**src/rtl/chain_wdt.sv**
```systemverilog
module chain_wdt #(
  parameter int AW = 8,
  parameter int SEL_ADDR = 'h40,
  parameter int TRIG_PREV = 5
) (
  input  logic          clk,
  input  logic          rst_n,
  input  logic          bus_wr,
  input  logic [AW-1:0] bus_addr,
  input  logic [31:0]   bus_wdata,
  output logic [31:0]   bus_rdata,
  output logic          wdt_rst
);
  localparam int CW = 64;
  localparam int NC = 2;
  localparam logic [1:0] HWTRIG = 2'b11;

  logic [NC-1:0] en, act, eoc;
  logic [1:0]    mode [NC];
  logic [3:0]    src  [NC];
  logic [7:0]    pre  [NC];
  logic [7:0]    pc   [NC];
  logic [CW-1:0] rld  [NC];
  logic [CW-1:0] cnt  [NC];
  logic          wd_sel;

  logic [NC-1:0] wctl, wlo, whi, dis, start, trig, load, tick, endev;
  logic [7:0]    pe [NC];

  always_comb begin
    for (int i = 0; i < NC; i++) begin
      wctl[i]  = bus_wr && (bus_addr == AW'(16*i));
      wlo[i]   = bus_wr && (bus_addr == AW'(16*i + 4));
      whi[i]   = bus_wr && (bus_addr == AW'(16*i + 8));
      dis[i]   = wctl[i] && !bus_wdata[0];
      start[i] = wctl[i] && bus_wdata[0] && !en[i] && (bus_wdata[3:2] != HWTRIG);
      pe[i]    = (pre[i] < 8'd2) ? 8'd2 : pre[i];
      tick[i]  = act[i] && en[i] && (pc[i] == pe[i] - 8'd1);
    end
    trig[0] = 1'b0;
    trig[1] = en[1] && (mode[1] == HWTRIG) && (src[1] == 4'(TRIG_PREV)) && eoc[0];
    for (int i = 0; i < NC; i++) begin
      load[i]  = (start[i] || trig[i]) && !dis[i];
      endev[i] = (load[i] && rld[i] == '0) ||
                 (!load[i] && !dis[i] && tick[i] && cnt[i] == CW'(1));
    end
  end

  always_ff @(posedge clk or negedge rst_n) begin
    if (!rst_n) begin
      en <= '0; act <= '0; eoc <= '0; wd_sel <= 1'b0; wdt_rst <= 1'b0;
      for (int i = 0; i < NC; i++) begin
        mode[i] <= '0; src[i] <= '0; pre[i] <= '0; pc[i] <= '0;
        rld[i] <= '0; cnt[i] <= '0;
      end
    end else begin
      for (int i = 0; i < NC; i++) begin
        if (wctl[i]) begin
          en[i]   <= bus_wdata[0];
          mode[i] <= bus_wdata[3:2];
          src[i]  <= bus_wdata[7:4];
          pre[i]  <= bus_wdata[15:8];
        end
        if (wlo[i]) rld[i][31:0]  <= bus_wdata;
        if (whi[i]) rld[i][63:32] <= bus_wdata;
        eoc[i] <= endev[i];
        if (dis[i]) begin
          act[i] <= 1'b0;
        end else if (load[i]) begin
          cnt[i] <= rld[i];
          pc[i]  <= '0;
          act[i] <= (rld[i] != '0);
        end else if (act[i]) begin
          if (tick[i]) begin
            pc[i]  <= '0;
            cnt[i] <= cnt[i] - CW'(1);
            if (cnt[i] == CW'(1)) act[i] <= 1'b0;
          end else begin
            pc[i] <= pc[i] + 8'd1;
          end
        end
      end
      if (bus_wr && bus_addr == AW'(SEL_ADDR)) wd_sel <= bus_wdata[1];
      if (dis[1]) wdt_rst <= 1'b0;
      else if (endev[1] && wd_sel) wdt_rst <= 1'b1;
    end
  end

  always_comb begin
    bus_rdata = '0;
    if (bus_addr == AW'(SEL_ADDR)) bus_rdata = {30'd0, wd_sel, 1'b0};
    for (int i = 0; i < NC; i++) begin
      if (bus_addr == AW'(16*i))     bus_rdata = {16'd0, pre[i], src[i], mode[i], act[i], en[i]};
      if (bus_addr == AW'(16*i + 4)) bus_rdata = rld[i][31:0];
      if (bus_addr == AW'(16*i + 8)) bus_rdata = rld[i][63:32];
    end
  end
endmodule


```
**config.mk**
```make
export PLATFORM = sky130hd
export DESIGN_NAME = chain_wdt
export DESIGN_NICKNAME = d
export VERILOG_FILES = /design/src/rtl/chain_wdt.sv
export SDC_FILE = /design/constraint.sdc
export NUM_CORES = 1
export LEC_CHECK = 0
export ABC_AREA = 0
export BUFFER_PORTS_ARGS = -buffer_cell sky130_fd_sc_hd__buf_2
export CAP_MARGIN = 30
export CORE_ASPECT_RATIO = 0.8
export CORE_MARGIN = 2
export CORE_UTILIZATION = 45
export CTS_CLUSTER_DIAMETER = 30
export DETAILED_ROUTE_END_ITERATION = 8
export PLACE_DENSITY = 0.67
export REMOVE_ABC_BUFFERS = 1
export SYNTH_ARGS = -nofsm -noshare
export SYNTH_HDL_FRONTEND = slang
export SYNTH_SLANG_ARGS = --single-unit
```
**constraint.sdc**
```tcl
create_clock -name clk -period 5 [get_ports clk]
set_input_delay 0.25 -clock clk [delete_from_list [all_inputs] [get_ports clk]]
set_output_delay 0.25 -clock clk [all_outputs]
set_load 0.03 [all_outputs]
```
* Word-level counts from Yosys, hierarchy flattened
Cells that the tools add are included.
** Word-level totals
- ROM bits :: 0
- Input port bits :: 43
- Logic and storage cells :: 133
- Memories :: 0
- Bits in writable memories :: 0
- Flip-flop bits (word level) :: 307
- Output and inout port bits :: 33
- Bits in latches :: 0
** Cells by class
- Bitwise operators :: 2
- Div/mod/pow operators :: 0
- Eq/ne operators :: 13
- Muxes and demuxes :: 33
- Order comparisons :: 2
- $add $sub $neg :: 6
- Shift-type cells :: 0
- Multiply operators :: 0
- Reduce and logical (&&, ||, !) cells :: 57
** Operator list (number)
- two-way mux 64 bit :: 6
- two-way mux 32 bit :: 5
- == test 64 x 1 -> 1 bit, second input constant :: 2
- zero test 64 bit :: 2
- nonzero test 64 bit :: 2
- subtractor 64 x 1 -> 64 bit, second input constant :: 2
- two-way mux 8 bit :: 8
- logical AND 1 bit :: 33
- == test 8 x 5 -> 1 bit, second input constant :: 3
- adder 8 x 1 -> 8 bit, second input constant :: 2
- == test 8 bit :: 2
- < comparator 8 x 2 -> 1 bit, second input constant :: 2
- two-way mux 16 bit :: 1
- subtractor 8 x 1 -> 8 bit, second input constant :: 2
- two-way mux 1 bit :: 12
- nonzero test 2 bit :: 5
- == test 8 x 3 -> 1 bit, second input constant :: 1
- == test 8 x 4 -> 1 bit, second input constant :: 1
- == test 8 x 7 -> 1 bit, second input constant :: 1
- zero test 8 bit :: 1
- zero test 1 bit :: 7
- AND reduction 3 bit :: 2
- == test 4 x 3 -> 1 bit, second input constant :: 1
- AND reduction 2 bit :: 2
- other kinds (5) :: 8

* Depth between registers and ports, before layout
- Depth after elaboration :: 15
- Mapped depth :: 12
- Mapped depth without buffers :: 11

* Worst setup path before layout
Ideal clock, no wire load.
- Kind :: register to register
- Start :: register pre[5] in the netlist's numbering
- End :: register cnt[56] in the netlist's numbering
- Data arrival time :: 3776 ps
- Period minus slack after synthesis :: 3858 ps
- Stages on the path, launching flop included :: 12
- Buffers on the path :: 1
- Path slack :: 1142 ps
- Setup time :: 82 ps
- Required time :: 4918 ps
- Cells stage by stage :: dfrtp_1 clkbuf_1 or4_1 o41ai_1 ha_1 nand2b_1 nor4b_1 a21oi_1 a211oi_1 nand4_1 or4_1 a31oi_1
** Between the ends
- Cells in the longest elaborated chain, start to end :: 7
** Ends and longest elaborated chain
- from (decl) :: line 21 : logic [7:0] pre [NC];
- from (signal, indexed assignment) :: line 62 : pre[i] <= bus_wdata[15:8];
- < comparator 8 x 2 -> 1 bit :: line 37 : pe[i] = (pre[i] < 8'd2) ? 8'd2 : pre[i];
- two-way mux 8 bit * :: line 37
- subtractor 8 x 1 -> 8 bit * :: line 38 : tick[i] = act[i] && en[i] && (pc[i] == pe[i] - 8'd1);
- == test 8 bit * :: line 38
- logical AND 1 bit * :: line 38
- nonzero test 2 bit (no source line) *
- AND reduction 3 bit (no source line) *
- to (signal, indexed assignment) :: line 70 : cnt[i] <= rld[i];
- to (signal, indexed assignment) :: line 76 : cnt[i] <= cnt[i] - CW'(1);
- to (decl) :: line 24 : logic [CW-1:0] cnt [NC];
Every way passes the cells marked *; elsewhere a longest branch is shown, timed or not.
A chain may end at the register's enable or synchronous reset.

* Final worst setup path
- Start :: register pre[5] in the netlist's numbering
- End :: register cnt[21] in the netlist's numbering
The elaborated chain is that of the path after synthesis.

==> impl_metrics.py <==
metrics = {
    "yosys": {
        "synth_warnings": 0,
        "ys.flop_type": "dfrtp_1",
        "ys_async_sr_fraction": 1.00,
        "yosysTopAreaCell": "dfrtp_1",
        "synth_top_cells_by_count": "307 x dfrtp_1, 160 x mux2_2, 143 x nor2_1",
        "synth_area_leaders": "dfrtp_1 46%, mux2_2 11%, xnor2_1 3.3%, nor2_1 3.2%, nor4_1 3.2%",
        "netlist_area_mm2": 0.0167,
        "seq_area_frac_synth": 0.459,
        "avgSynthCellArea_um2": 9.86,
        "syn_inst": 1697,
        "yosys.area.top_type_share": 0.459,
        "synth-seq-cells": 307,
        "synth_most_common_cell": "dfrtp_1",
        "synth_edf_count": 0,
        "ys_types": 70,
    },
    "min_path": {
        "holdCritPathClass": "input pin to flop",
        "hold_path.startpoint": "bus_wdata[21]",
    },
    "final_layout": {
        "regArea_mm2": 0.00768,
        "syn_to_final_growth_pct": 21.3,
        "fin_nets": 1849,
        "stdcell_count": 2340,
        "fill_cells": 3259,
        "fin_area_mm2": 0.0203,
        "multi_input_area_mm2": 0.00860,
        "num_antenna_cells": 0,
        "drive_gt1_frac": 0.232,
    },
    "timing": {
        "finalHoldViolCount": 0,
        "whs_ns": 0.00150,
        "worst_slew_pin_slew_ns": 1.01,
        "min_period_ns": 4.47,
        "fin_crit_sh": 0.894,
        "setup_viol_count_final": 0,
        "maxSlewHeadroom": 0.324,
        "setup_slack_ns": 0.532,
        "timing.fmax_ghz": 0.224,
        "rsz0062_at_grt": "no",
        "skew_ns": 0.0203,
        "drv_slew": 0,
    },
    "route": {
        "wl_per_cell_um": 24.5,
        "dr.first_iter.drc_count": 1876,
        "met3_length_um": 6500,
        "top_layer": "met5",
        "vias": 15200,
        "firstDrtPassIters": 7,
        "avgViaCountPerCell": 6.51,
        "drt-met1-wl_um": 25500,
        "wl_met2_um": 23600,
        "antenna_left": 0,
        "drc_errors": 0,
        "wirelength_um": 57300,
    },
    "placement": {
        "gp_congestion": 0.965,
        "dpl-instance-area_mm2": 0.0177,
        "portBuffers": 75,
        "pre_cts_slack_ns": 0.589,
        "dp.cells": 2194,
        "dp_hpwl_um": 40200,
    },
    "setup_path": {
        "crit_required_ns": 5.46,
        "critPathKind": "flop to flop",
        "r2r-start": "pre[5]",
        "worst_setup_path_end_kind": "flop",
        "cp-start-kind": "flop",
        "worst_ep_arrival_time_ns": 4.93,
        "path_max_fanout": 17,
        "crit_path_start": "pre[5]",
    },
    "job": {
        "max_cap_violations": 0,
    },
    "pwr": {
        "total_power_mw": 8.11,
        "p_leak_nw": 9.07,
        "vdd_ir_drop_max_mv": 0.315,
        "power_density_mw_per_mm2": 400,
    },
    "grt": {
        "grt_overflow_total": 0,
        "grt_pass1_vias": 14300,
        "grtUsageTotal": 0.301,
        "grt_pass1_wl_um": 88900,
        "grt_max_degree": 120,
        "antenna_found_initial": 1,
    },
    "outcome": {
        "outcome": "finished clean",
    },
    "cts": {
        "cts.sinks": 307,
        "clk_latency_ns": 0.58,
        "cts_tree": "yes",
        "path_clk_slew_ns": 0.05,
        "post_cts_resized": 0,
        "clockBufferDepth": 3,
        "cts-buffers-inserted": 68,
        "htreeDepth": 3,
        "cts-root-buf": "clkbuf_16",
    },
    "floorplan": {
        "die_h_um": 176,
        "rows": 63,
        "fp.dieW_um": 220,
        "start_util": 0.454,
        "core_region_area_mm2": 0.0368,
        "io_pins": 76,
        "dieArea_mm2": 0.0387,
    },
}
## per-layer routing
metal  vias up  GRT usage
li1       6680          -
met1      7577      0.454
met2       862      0.414
met3       118     0.0899
met4         2     0.0845
met5         -          0
## layout make-up
cell class | instances | share of cell area
clock buffer | 87 | 0.0949
sequential | 307 | 0.379
timing repair buffer | 136 | 0.0468
clock inverter | 38 | 0.0225
multi-input combinational | 1268 | 0.424
inverter | 17 | 0.00314
tap | 487 | 0.0300
## worst paths after layout
| path | endpoint | slack, ns | depth (start not counted) |
|---|---|---|---|
| setup / recovery | cnt[21] | 0.53 | 10 |
| hold / removal | rld[117] | 0.001 | 2 |
| setup reg to reg | cnt[21] | 0.53 | 10 |
| hold reg to reg | src[6] | 0.52 | 1 |
| max in group asynchronous | pre[11] | 3.41 | 3 |
| min in group asynchronous | cnt[80] | 0.27 | 2 |
## metrics by stage
stage | setup TNS (ns) | utilization
after floorplan | -40.48 | -
after global placement | 0 | 0.480
after detailed placement | 0 | 0.481
after CTS | 0 | 0.551
after global routing | 0 | 0.551
final | 0 | 0.551
## state kept, by name, summed over array words and instances, names as in the netlist
register  flops
src           8
eoc           1
en            2
wdt_rst       1
mode          4
cnt         128
act           2
pre          16
wd_sel        1
rld         128
pc           16
## layout by cell type (no fill, tap or decap), types with 18 or more instances in the layout
| cell type | n |
|---|---|
| dfrtp_1 | 307 |
| mux2_2 | 160 |
| nor2_1 | 142 |
| nand2_1 | 127 |
| nor4_1 | 85 |
| o21ai_0 | 77 |
| buf_2 | 74 |
| clkbuf_16 | 70 |
| nor3_1 | 64 |
| xnor2_1 | 63 |
| or3_1 | 55 |
| a21oi_1 | 50 |
| a31oi_1 | 48 |
| nand3_1 | 44 |
| or4_1 | 40 |
| buf_4 | 36 |
| a222oi_1 | 32 |
| nand4_1 | 27 |
| o31ai_1 | 21 |
| dlygate4sd3_1 | 19 |
| nand2b_1 | 18 |
## where the power goes
part           total (mW)  switching, mW  internal [mW]  leakage (nW)
Sequential           2.75          0.165           2.59          4.16
Clock                4.63           1.53           3.10          1.15
Combinational       0.720          0.458          0.262          3.76
## cell families (layout without fill, tap and decap cells)
group                      count (synthesis)  in the layout  share of synthesized area
muxes                                    167            167                      0.112
AOI/OAI and AO/OA                        336            336                      0.137
xor gates and xnor gates                  79             79                     0.0414
DFF                                      307            307                      0.459
and+or+nand+nor                          678            678                      0.217
buffers and inverters                    122            278                     0.0283
adders and majority gates                  8              8                    0.00598
## critical path: stages, from the launching register on
cell	delay, ns
dfrtp_1	0.46
or4_1	0.55
o41ai_1	0.47
ha_1	0.36
nand2b_1	0.13
nor4b_1	0.35
a21oi_1	0.14
a211o_1	0.56
nor4_1	0.84
a21oi_1	0.18
a211o_1	0.30
## repair_timing
| item | in CTS | in global routing |
|---|---|---|
| buffers inserted | 0 | 0 |
| hold buffers | 19 | 0 |
| hold endpoints to repair | 147 | 0 |
No activity file was read; power rests on OpenSTA's default activity.
